[config.mk]
export PLATFORM = sky130hd
export DESIGN_NAME = wr_perr_reporter
export DESIGN_NICKNAME = d
export VERILOG_FILES = /design/src/rtl/wpr_pkg.sv /design/src/rtl/wpr_event.sv /design/src/rtl/wpr_status.sv /design/src/rtl/wpr_drain.sv /design/src/rtl/wr_perr_reporter.sv
export SDC_FILE = /design/constraint.sdc
export NUM_CORES = 1
export LEC_CHECK = 0
export BUFFER_PORTS_ARGS = -buffer_cell sky130_fd_sc_hd__buf_2
export CORE_AREA = 3 3 40 42
export DETAILED_ROUTE_END_ITERATION = 6
export DIE_AREA = 0 0 43 45
export MAX_ROUTING_LAYER = met4
export PLACE_DENSITY = 0.64
export SLEW_MARGIN = 10
export SYNTH_ARGS = -nofsm -noshare
export SYNTH_HDL_FRONTEND = slang
export SYNTH_SLANG_ARGS = --single-unit
[constraint.sdc]
create_clock -name clk -period 3.32 [get_ports clk]
set_input_delay 0.664 -clock clk [delete_from_list [all_inputs] [get_ports clk]]
set_output_delay 0.664 -clock clk [all_outputs]
set_load 0.005 [all_outputs]
[src/rtl/wpr_pkg.sv]
package wpr_pkg;
    localparam int STAT_W  = 2;
    localparam int ISTAT_W = 3;

    localparam int ST_MPE  = 0;
    localparam int ST_SERR = 1;

    localparam int IS_MPE  = 0;
    localparam int IS_SERR = 1;
    localparam int IS_DET  = 2;

    typedef enum logic {
        WK_ORDINARY = 1'b0,
        WK_MSI      = 1'b1
    } wr_kind_e;

    typedef struct packed {
        logic pend;
    } ev_state_t;

    typedef struct packed {
        logic [STAT_W-1:0]  stat;
        logic [ISTAT_W-1:0] istat;
        logic               serr_low;
    } st_state_t;

    typedef struct packed {
        logic drain;
        logic cmpl;
        logic reissue;
    } dr_state_t;
endpackage

[src/rtl/wpr_event.sv]
module wpr_event
    import wpr_pkg::*;
(
    input  logic clk,
    input  logic rst_n,
    input  logic err_strobe,
    input  logic is_msi,
    input  logic xfer_last,
    input  logic pcix_mode,
    input  logic cfg_perr_resp,
    input  logic cfg_serr_en,
    input  logic cfg_recover_en,
    output logic mpe_ev,
    output logic serr_ev
);
    ev_state_t st_d, st_q;
    logic      msi_err;
    logic      ord_err;
    logic      escal_ok;

    always_comb begin
        st_d     = st_q;
        msi_err  = err_strobe & (wr_kind_e'(is_msi) == WK_MSI) & cfg_perr_resp;
        ord_err  = err_strobe & (wr_kind_e'(is_msi) == WK_ORDINARY) & cfg_perr_resp;
        if (xfer_last)
            st_d.pend = 1'b0;
        else if (msi_err)
            st_d.pend = 1'b1;
        mpe_ev   = ord_err | (xfer_last & is_msi & (st_q.pend | msi_err));
        escal_ok = is_msi | (pcix_mode & ~cfg_recover_en);
        serr_ev  = mpe_ev & cfg_serr_en & escal_ok;
    end

    always_ff @(posedge clk or negedge rst_n) begin
        if (!rst_n)
            st_q <= '0;
        else
            st_q <= st_d;
    end


    no_resp_quiet_chk: assert property (@(posedge clk) disable iff (!rst_n)
        (!cfg_perr_resp && !st_q.pend) |-> (!mpe_ev && !serr_ev));


    ord_escal_chk: assert property (@(posedge clk) disable iff (!rst_n)
        (serr_ev && !is_msi) |-> (pcix_mode && cfg_serr_en && !cfg_recover_en));


    msi_deferred_chk: assert property (@(posedge clk) disable iff (!rst_n)
        (is_msi && !xfer_last) |-> !mpe_ev);
endmodule

[src/rtl/wpr_status.sv]
module wpr_status
    import wpr_pkg::*;
(
    input  logic               clk,
    input  logic               rst_n,
    input  logic               mpe_ev,
    input  logic               serr_ev,
    input  logic               cfg_mpe_mask,
    input  logic               cfg_serr_mask,
    input  logic               cfg_serr_det_ie,
    input  logic               stat_clr_wr,
    input  logic [STAT_W-1:0]  stat_clr_data,
    input  logic               istat_clr_wr,
    input  logic [ISTAT_W-1:0] istat_clr_data,
    output logic [STAT_W-1:0]  stat,
    output logic [ISTAT_W-1:0] istat,
    output logic               serr_n,
    output logic               irq
);
    st_state_t          st_d, st_q;
    logic [STAT_W-1:0]  stat_set;
    logic [ISTAT_W-1:0] istat_set;

    always_comb begin
        st_d      = st_q;
        stat_set  = '0;
        istat_set = '0;

        stat_set[ST_MPE]   = mpe_ev;
        stat_set[ST_SERR]  = serr_ev;
        istat_set[IS_MPE]  = mpe_ev & ~cfg_mpe_mask;
        istat_set[IS_SERR] = serr_ev & ~cfg_serr_mask;
        istat_set[IS_DET]  = serr_ev & cfg_serr_det_ie;

        if (stat_clr_wr)
            st_d.stat = st_d.stat & ~stat_clr_data;
        if (istat_clr_wr)
            st_d.istat = st_d.istat & ~istat_clr_data;

        st_d.stat     = st_d.stat | stat_set;
        st_d.istat    = st_d.istat | istat_set;
        st_d.serr_low = serr_ev;
    end

    always_ff @(posedge clk or negedge rst_n) begin
        if (!rst_n)
            st_q <= '0;
        else
            st_q <= st_d;
    end

    assign stat   = st_q.stat;
    assign istat  = st_q.istat;
    assign serr_n = ~st_q.serr_low;
    assign irq    = |st_q.istat;


    serr_status_chk: assert property (@(posedge clk) disable iff (!rst_n)
        !serr_n |-> stat[ST_SERR]);


    mpe_mask_chk: assert property (@(posedge clk) disable iff (!rst_n)
        (mpe_ev && cfg_mpe_mask && !istat[IS_MPE]) |=> !istat[IS_MPE]);


    stat_sticky_chk: assert property (@(posedge clk) disable iff (!rst_n)
        (stat[ST_MPE] && !(stat_clr_wr && stat_clr_data[ST_MPE])) |=> stat[ST_MPE]);


    set_beats_clr_chk: assert property (@(posedge clk) disable iff (!rst_n)
        mpe_ev |=> stat[ST_MPE]);
endmodule

[src/rtl/wpr_drain.sv]
module wpr_drain
    import wpr_pkg::*;
(
    input  logic clk,
    input  logic rst_n,
    input  logic err_strobe,
    input  logic is_msi,
    input  logic xfer_last,
    input  logic tgt_disc,
    output logic drain_cont,
    output logic master_cmpl,
    output logic reissue_req
);
    dr_state_t st_d, st_q;
    logic      ord_err;
    logic      errored;

    always_comb begin
        st_d       = st_q;
        ord_err    = err_strobe & (wr_kind_e'(is_msi) == WK_ORDINARY);
        errored    = st_q.drain | ord_err;
        st_d.drain   = errored & ~xfer_last;
        st_d.cmpl    = xfer_last & (is_msi | ~errored);
        st_d.reissue = tgt_disc & ~is_msi & errored;
    end

    always_ff @(posedge clk or negedge rst_n) begin
        if (!rst_n)
            st_q <= '0;
        else
            st_q <= st_d;
    end

    assign drain_cont  = st_q.drain;
    assign master_cmpl = st_q.cmpl;
    assign reissue_req = st_q.reissue;


    drain_start_chk: assert property (@(posedge clk) disable iff (!rst_n)
        (err_strobe && !is_msi && !xfer_last) |=> drain_cont);


    no_cmpl_drain_chk: assert property (@(posedge clk) disable iff (!rst_n)
        (drain_cont && !is_msi) |=> !master_cmpl);


    msi_cmpl_chk: assert property (@(posedge clk) disable iff (!rst_n)
        (xfer_last && is_msi) |=> master_cmpl);
endmodule

[src/rtl/wr_perr_reporter.sv]
module wr_perr_reporter
    import wpr_pkg::*;
(
    input  logic               clk,
    input  logic               rst_n,
    input  logic               err_strobe,
    input  logic               is_msi,
    input  logic               pcix_mode,
    input  logic               xfer_last,
    input  logic               tgt_disc,
    input  logic               cfg_perr_resp,
    input  logic               cfg_serr_en,
    input  logic               cfg_recover_en,
    input  logic               cfg_mpe_mask,
    input  logic               cfg_serr_mask,
    input  logic               cfg_serr_det_ie,
    input  logic               stat_clr_wr,
    input  logic [STAT_W-1:0]  stat_clr_data,
    input  logic               istat_clr_wr,
    input  logic [ISTAT_W-1:0] istat_clr_data,
    output logic               serr_n,
    output logic [STAT_W-1:0]  stat,
    output logic [ISTAT_W-1:0] istat,
    output logic               irq,
    output logic               drain_cont,
    output logic               master_cmpl,
    output logic               reissue_req
);
    logic mpe_ev;
    logic serr_ev;

    wpr_event u_event (
        .clk            (clk),
        .rst_n          (rst_n),
        .err_strobe     (err_strobe),
        .is_msi         (is_msi),
        .xfer_last      (xfer_last),
        .pcix_mode      (pcix_mode),
        .cfg_perr_resp  (cfg_perr_resp),
        .cfg_serr_en    (cfg_serr_en),
        .cfg_recover_en (cfg_recover_en),
        .mpe_ev         (mpe_ev),
        .serr_ev        (serr_ev)
    );

    wpr_status u_status (
        .clk             (clk),
        .rst_n           (rst_n),
        .mpe_ev          (mpe_ev),
        .serr_ev         (serr_ev),
        .cfg_mpe_mask    (cfg_mpe_mask),
        .cfg_serr_mask   (cfg_serr_mask),
        .cfg_serr_det_ie (cfg_serr_det_ie),
        .stat_clr_wr     (stat_clr_wr),
        .stat_clr_data   (stat_clr_data),
        .istat_clr_wr    (istat_clr_wr),
        .istat_clr_data  (istat_clr_data),
        .stat            (stat),
        .istat           (istat),
        .serr_n          (serr_n),
        .irq             (irq)
    );

    wpr_drain u_drain (
        .clk         (clk),
        .rst_n       (rst_n),
        .err_strobe  (err_strobe),
        .is_msi      (is_msi),
        .xfer_last   (xfer_last),
        .tgt_disc    (tgt_disc),
        .drain_cont  (drain_cont),
        .master_cmpl (master_cmpl),
        .reissue_req (reissue_req)
    );


    irq_match_chk: assert property (@(posedge clk) disable iff (!rst_n)
        (istat != '0) |-> irq);


    serr_stat_follow_chk: assert property (@(posedge clk) disable iff (!rst_n)
        serr_ev |=> (!serr_n && stat[ST_SERR]));
endmodule

==> impl_metrics.json, run 1 <==
{
  "outcome": "completed",
  "powerDensity_nw_per_um2": 474,
  "routed_via_density": 4.53,
  "cp-start-kind": "register",
  "fp-row-count": 13,
  "drv_cap": 0,
  "crit_slowest_cell": "dfrtp_1",
  "drtPass1Iterations": 4,
  "drtAntennaViolNets": 0,
  "yosysSeqAreaShare_pct": 53.8,
  "nets": 93,
  "fin_skew_ps": 2.87,
  "cts_setup_buffers": 0,
  "syn_area_um2": 465,
  "track_usage_pct": 12.6,
  "chipHeight_um": 45,
  "cp_max_fo": 3,
  "p_leak_nw": 0.354,
  "first_global_vias": 399,
  "post-route-period-util_pct": 54.8,
  "ioPinCount": 30,
  "worstMarginPinSlew_ps": 346,
  "holdBufCountCts": 0,
  "fin_tns_setup_ps": 0,
  "postSynthCellCount": 44,
  "initial_utilization_pct": 36.2,
  "hold_violations": 0,
  "cpPeakStageDelay_ps": 400,
  "gp_congestion": 0.742,
  "antenna_cells": 0,
  "path_cells": "or3_1 -> buf_2",
  "synth-async-reset-ratio_pct": 100,
  "crit_type": "reg2out",
  "rsz0062_at_grt": "no",
  "synth_ff_type": "dfrtp_1",
  "synth.area.top_cells": "dfrtp_1 (54%), buf_4 (8.1%), a2111oi_4 (5.9%), nand2_1 (5.6%), inv_1 (4.0%)",
  "synth-seq-cells": 10,
  "cts_sinks": 10,
  "max_freq_mhz": 549,
  "synth_top_area_cell": "dfrtp_1",
  "ys_types": 17,
  "cp-end-kind": "primary output",
  "root_buffer": "clkbuf_4",
  "slew_violations": 0,
  "slew_headroom_pct": 76.9,
  "drive_gt1_share_pct": 50.0,
  "grt_antenna_before_repair": 0,
  "cts_resized": 0,
  "fin_crit_ps": 1820,
  "initialDrtViolationCount": 5,
  "grt_max_degree": 11,
  "synth_top_area_share_pct": 53.8,
  "crit_start": "u_status.istat[1]",
  "clk_latency_ps": 270,
  "setup_viol": 0,
  "clock_path_buffers": 2,
  "io_buffers": 29,
  "synth_fp_nets": 64,
  "cts_tree": "done",
  "synth_warnings": 0,
  "cp.required_ps": 2660,
  "num_vias": 394,
  "cts_made_buffers": 3,
  "ir_drop_mv": 0.225,
  "grt-ovfl-total": 0,
  "hpwl_um": 803,
  "synth_edf_count": 0,
  "syn_to_final_growth_pct": 34.9,
  "die_width_um": 43,
  "grt_pass1_wl_um": 1670,
  "avgSynthCellArea_um2": 10.6,
  "drt_wl_total_um": 996,
  "cp.arrival_ps": 1160,
  "wl_per_cell_um": 11.4,
  "cts_htree_levels": 1,
  "total_power_uw": 298,
  "drc": 0,
  "fp.dieArea_um2": 1940,
  "core-area_um2": 1280,
  "reg2reg_from": "u_event.st_q",
  "clk_pin_slew_ps": 70,
  "min_path_type": "in2async"
}
cell usage in the layout, fill, tap and decap left out, drive strengths merged:
| cell type | instances |
|---|---|
| a22oi | 1 |
| o21ai | 2 |
| a21o | 1 |
| inv | 5 |
| a22o | 2 |
| and2 | 1 |
| a31oi | 1 |
| a21oi | 1 |
| clkbuf | 4 |
| nand2b | 1 |
| nor2 | 3 |
| o31ai | 1 |
| buf | 29 |
| nor2b | 1 |
| a2111oi | 1 |
| dfrtp | 10 |
| nand2 | 7 |
| or3 | 1 |
through the flow:
step / utilization (%) / instance area (um^2) / std cells / hold slack [ps] / setup slack (ps)
floorplan: - / 465 / 44 / 368 / 1860
global placement: 46.1 / 592 / 83 / 463 / 1710
detailed placement: 46.1 / 592 / 83 / 471 / 1670
CTS: 48.9 / 628 / 87 / 243 / 1490
global route: 48.9 / 628 / 87 / 246 / 1470
finish: 48.9 / 628 / 87 / 245 / 1500
registers in the layout, indices dropped and copies added, names as in the netlist:
signal and count:
u_event.st_q 1, u_drain.master_cmpl 1, u_status.stat 2, u_status.istat 3
u_drain.reissue_req 1, u_status.st_q 1, u_drain.drain_cont 1
where the power goes:
group / internal (mW) / total (mW) / switching [mW]
combinational: 0.0263 / 0.0497 / 0.0234
clock: 0.0666 / 0.110 / 0.0432
sequential: 0.132 / 0.138 / 0.00573
per-layer routing:
metal	vias to the layer above	track usage, %	part of all wire, %
li1	197	-	-
met1	176	13.2	44
met2	17	19.5	46
met3	4	3.59	6.3
met4	0	10.8	3.5
met5	-	-	0
path summary, 6_finish.rpt:
path	endpoint	slack [ps]	depth (start not counted)
setup / recovery	irq	1500	2
hold / removal	u_status.stat[1]	250	1
setup reg to reg	u_status.istat[2]	2160	3
hold reg to reg	u_status.stat[1]	490	1
max in group asynchronous	u_event.st_q	2880	1
min in group clk	u_status.stat[1]	490	1
worst max-delay path: cells and delay by family (launching register included):
family	cells	cell delay (ps)
buf+inv	1	130
simple gates	1	360
flops	1	400
cell type report:
class / count / area, um^2
clock buffers: 4 / 36.3
fillers: 125 / 657
inverters: 5 / 18.8
multi-input cells: 24 / 159
flip-flops and latches: 10 / 250
well taps: 15 / 18.8
repair buffers: 29 / 145
cell usage after synthesis (2+ instances only):
cell and instances:
dfrtp_1 10, nand2_1 7, buf_4 5, inv_1 5, nor2_1 3, a22o_1 2, o21ai_0 2
kinds of logic (layout without fill, tap and decap cells):
kind of cell | Yosys count | count (layout) | share of synthesized area, %
DFF | 10 | 10 | 53.8
AOI/OAI and AO/OA | 10 | 10 | 20.2
buffers and inverters | 10 | 38 | 12.1
and+or+nand+nor | 14 | 14 | 14.0
Power figures use the tool's default switching activity.
==> run 2, diff against run 1 <==
--- a/config.mk
+++ b/config.mk
@@ -5,12 +5,13 @@
 export SDC_FILE = /design/constraint.sdc
 export NUM_CORES = 1
 export LEC_CHECK = 0
+export ABC_AREA = 1
 export BUFFER_PORTS_ARGS = -buffer_cell sky130_fd_sc_hd__buf_2
 export CORE_AREA = 3 3 40 42
 export DETAILED_ROUTE_END_ITERATION = 6
 export DIE_AREA = 0 0 43 45
 export MAX_ROUTING_LAYER = met4
-export PLACE_DENSITY = 0.64
+export PLACE_DENSITY = 0.66
 export SLEW_MARGIN = 10
 export SYNTH_ARGS = -nofsm -noshare
 export SYNTH_HDL_FRONTEND = slang
==> constraint.sdc (replaced) <==
create_clock -name clk -period 1.7 [get_ports clk]
set_input_delay 0.34 -clock clk [delete_from_list [all_inputs] [get_ports clk]]
set_output_delay 0.34 -clock clk [all_outputs]
set_load 0.005 [all_outputs]
==> run 2 against run 1 <==
Register-to-register slack worse by 1300 ps. First-iteration DRC count down 40%. Sequential share of layout area down 0.85 points. Total power up 76%. Die area unchanged. Combinational power up 95%. Worst setup slack worse by 1300 ps. Largest cell class unchanged.
==> impl_metrics.json, run 2 <==
{
  "outcome": "completed",
  "synth.area.top_cells": "dfrtp_1 (52%), nand2_1 (14%), inv_1 (8.5%), buf_4 (7.8%), nand3_1 (4.1%)",
  "drv_cap": 0,
  "ioPinCount": 30,
  "antenna_cells": 0,
  "grt_util_met2_pct": 18.3,
  "yosysSeqAreaShare_pct": 51.8,
  "ir_drop_mv": 0.361,
  "slew_headroom_pct": 85.7,
  "synth_fp_nets": 80,
  "cts_made_buffers": 3,
  "gp_congestion": 0.777,
  "fp-row-count": 13,
  "drive_gt1_share_pct": 40.9,
  "synth-seq-cells": 10,
  "clock_path_buffers": 2,
  "drtPass1Iterations": 4,
  "min_path_type": "in2reg",
  "cts_sinks": 10,
  "fin_util_pct": 50.0,
  "hold_violations": 0,
  "crit_type": "reg2out",
  "grt_antenna_before_repair": 0,
  "cp.required_ps": 1360,
  "fin_crit_ps": 1480,
  "fin_tns_setup_ps": 0,
  "cts_resized": 0,
  "clk_latency_ps": 260,
  "syn_to_final_growth_pct": 32.9,
  "initial_utilization_pct": 37.6,
  "cp_max_fo": 3,
  "crit_slowest_cell": "dfrtp_1",
  "cts_tree": "done",
  "post-route-period-util_pct": 87.0,
  "drc": 0,
  "fin_ws_ps": 221,
  "synth_ff_type": "dfrtp_1",
  "avgSynthCellArea_um2": 8.05,
  "core-area_um2": 1280,
  "use_met1_pct": 11.6,
  "grt_max_degree": 11,
  "chipHeight_um": 45,
  "top_usage_layer": "met2",
  "cpPeakStageDelay_ps": 380,
  "total_power_uw": 523,
  "slew_violations": 0,
  "fp.dieArea_um2": 1940,
  "dp_slack_ps": 505,
  "path_cells": "or3_1 -> buf_2",
  "synthTopCellsByCount": "nand2_1 (18), inv_1 (11), dfrtp_1 (10)",
  "powerDensity_nw_per_um2": 814,
  "largest_register_ffs": 3,
  "layout_commonest_cell": "buf_2",
  "synth_warnings": 0,
  "clk_pin_slew_ps": 60,
  "cp-start-kind": "register",
  "worstMarginPinSlew_ps": 212,
  "fillers": 138,
  "hpwl_um": 785,
  "wl_per_cell_um": 9.32,
  "grt_pass1_wl_um": 1500,
  "rsz0062_at_grt": "no",
  "drtAntennaViolNets": 0,
  "syn_area_um2": 483,
  "routed_via_density": 4.39,
  "max_freq_mhz": 676,
  "die_width_um": 43,
  "track_usage_pct": 11.4,
  "nets": 110,
  "setup_viol": 0,
  "cts_setup_buffers": 0,
  "grt-ovfl-total": 0,
  "drt_wl_total_um": 960,
  "first_global_vias": 379,
  "io_buffers": 29,
  "initialDrtViolationCount": 3,
  "synth-async-reset-ratio_pct": 100,
  "cp.arrival_ps": 1140,
  "synth_edf_count": 0,
  "synth_top_area_share_pct": 51.8,
  "root_buffer": "clkbuf_4",
  "synth_top_area_cell": "dfrtp_1",
  "p_leak_nw": 0.416,
  "ys_types": 11,
  "cts_htree_levels": 1,
  "grt_use_met3_pct": 3.59,
  "synth_most_common_cell": "nand2_1",
  "postSynthCellCount": 60,
  "fin_skew_ps": 3.41,
  "final_cell_mix": "buf_2 (29), nand2_1 (18), inv_1 (11)",
  "cp-end-kind": "primary output",
  "holdBufCountCts": 1,
  "num_vias": 452
}
[run 2: changes by cell type after synthesis, sizes merged, moves of 2 or more]
cell	delta
nand2	+14
a22o	-2
inv	+6
nand3	+5
a21oi	+2
[run 2: cells by family after synthesis]
group	Yosys count	share of synthesized area (%)
AND/OR/NAND/NOR	30	27.7
AO/OA/AOI/OAI	4	4.14
buffers and inverters	16	16.3
flip-flops	10	51.8
[run 2: critical path: cells and delay by family (launching register included)]
family                 cells  cell delay [ps]
and+or+nand+nor            1              360
buffers and inverters      1              130
DFF                        1              380
[run 2: path summary, 6_finish.rpt]
kind / start / slack [ps] / endpoint / cells past startpoint
max reg2reg: u_event.st_q / 820 / u_status.stat[1] / 6
min: xfer_last / 280 / u_event.st_q / 2
max: u_status.istat[1] / 220 / irq / 2
min reg2reg: u_status.stat[1] / 480 / u_status.stat[1] / 2
max in group asynchronous: rst_n / 1050 / u_drain.drain_cont / 2
min in group asynchronous: rst_n / 460 / u_status.istat[1] / 2
[run 2: per-layer routing]
metal / vias to the layer above / share of wire [%] / wire, um
li1: 232 / - / -
met1: 197 / 38 / 361
met2: 19 / 51 / 487
met3: 4 / 8.2 / 79
met4: 0 / 3.2 / 31
met5: - / 0 / 0
[run 2: power breakdown]
part | switching [mW] | internal, mW
Clock | 0.0770 | 0.0817
Sequential | 0.00927 | 0.258
Combinational | 0.0473 | 0.0496
[run 2: per-stage QoR]
step | hold WS, ps | instance area [um^2] | instances
6_report | 276 | 642 | 103
5_1_grt | 280 | 642 | 103
4_1_cts | 271 | 642 | 103
3_5_place_dp | 213 | 609 | 99
3_3_place_gp | 211 | 609 | 99
2_1_floorplan | 44.4 | 483 | 60
[run 2: layout make-up]
class	instances	area (um^2)	area share (%)
sequential	10	250	39.0
timing repair buffer	30	155	24.2
multi-input combinational	34	154	24.0
inverter	11	41.3	6.43
clock buffer	3	22.5	3.51
tap	15	18.8	2.92
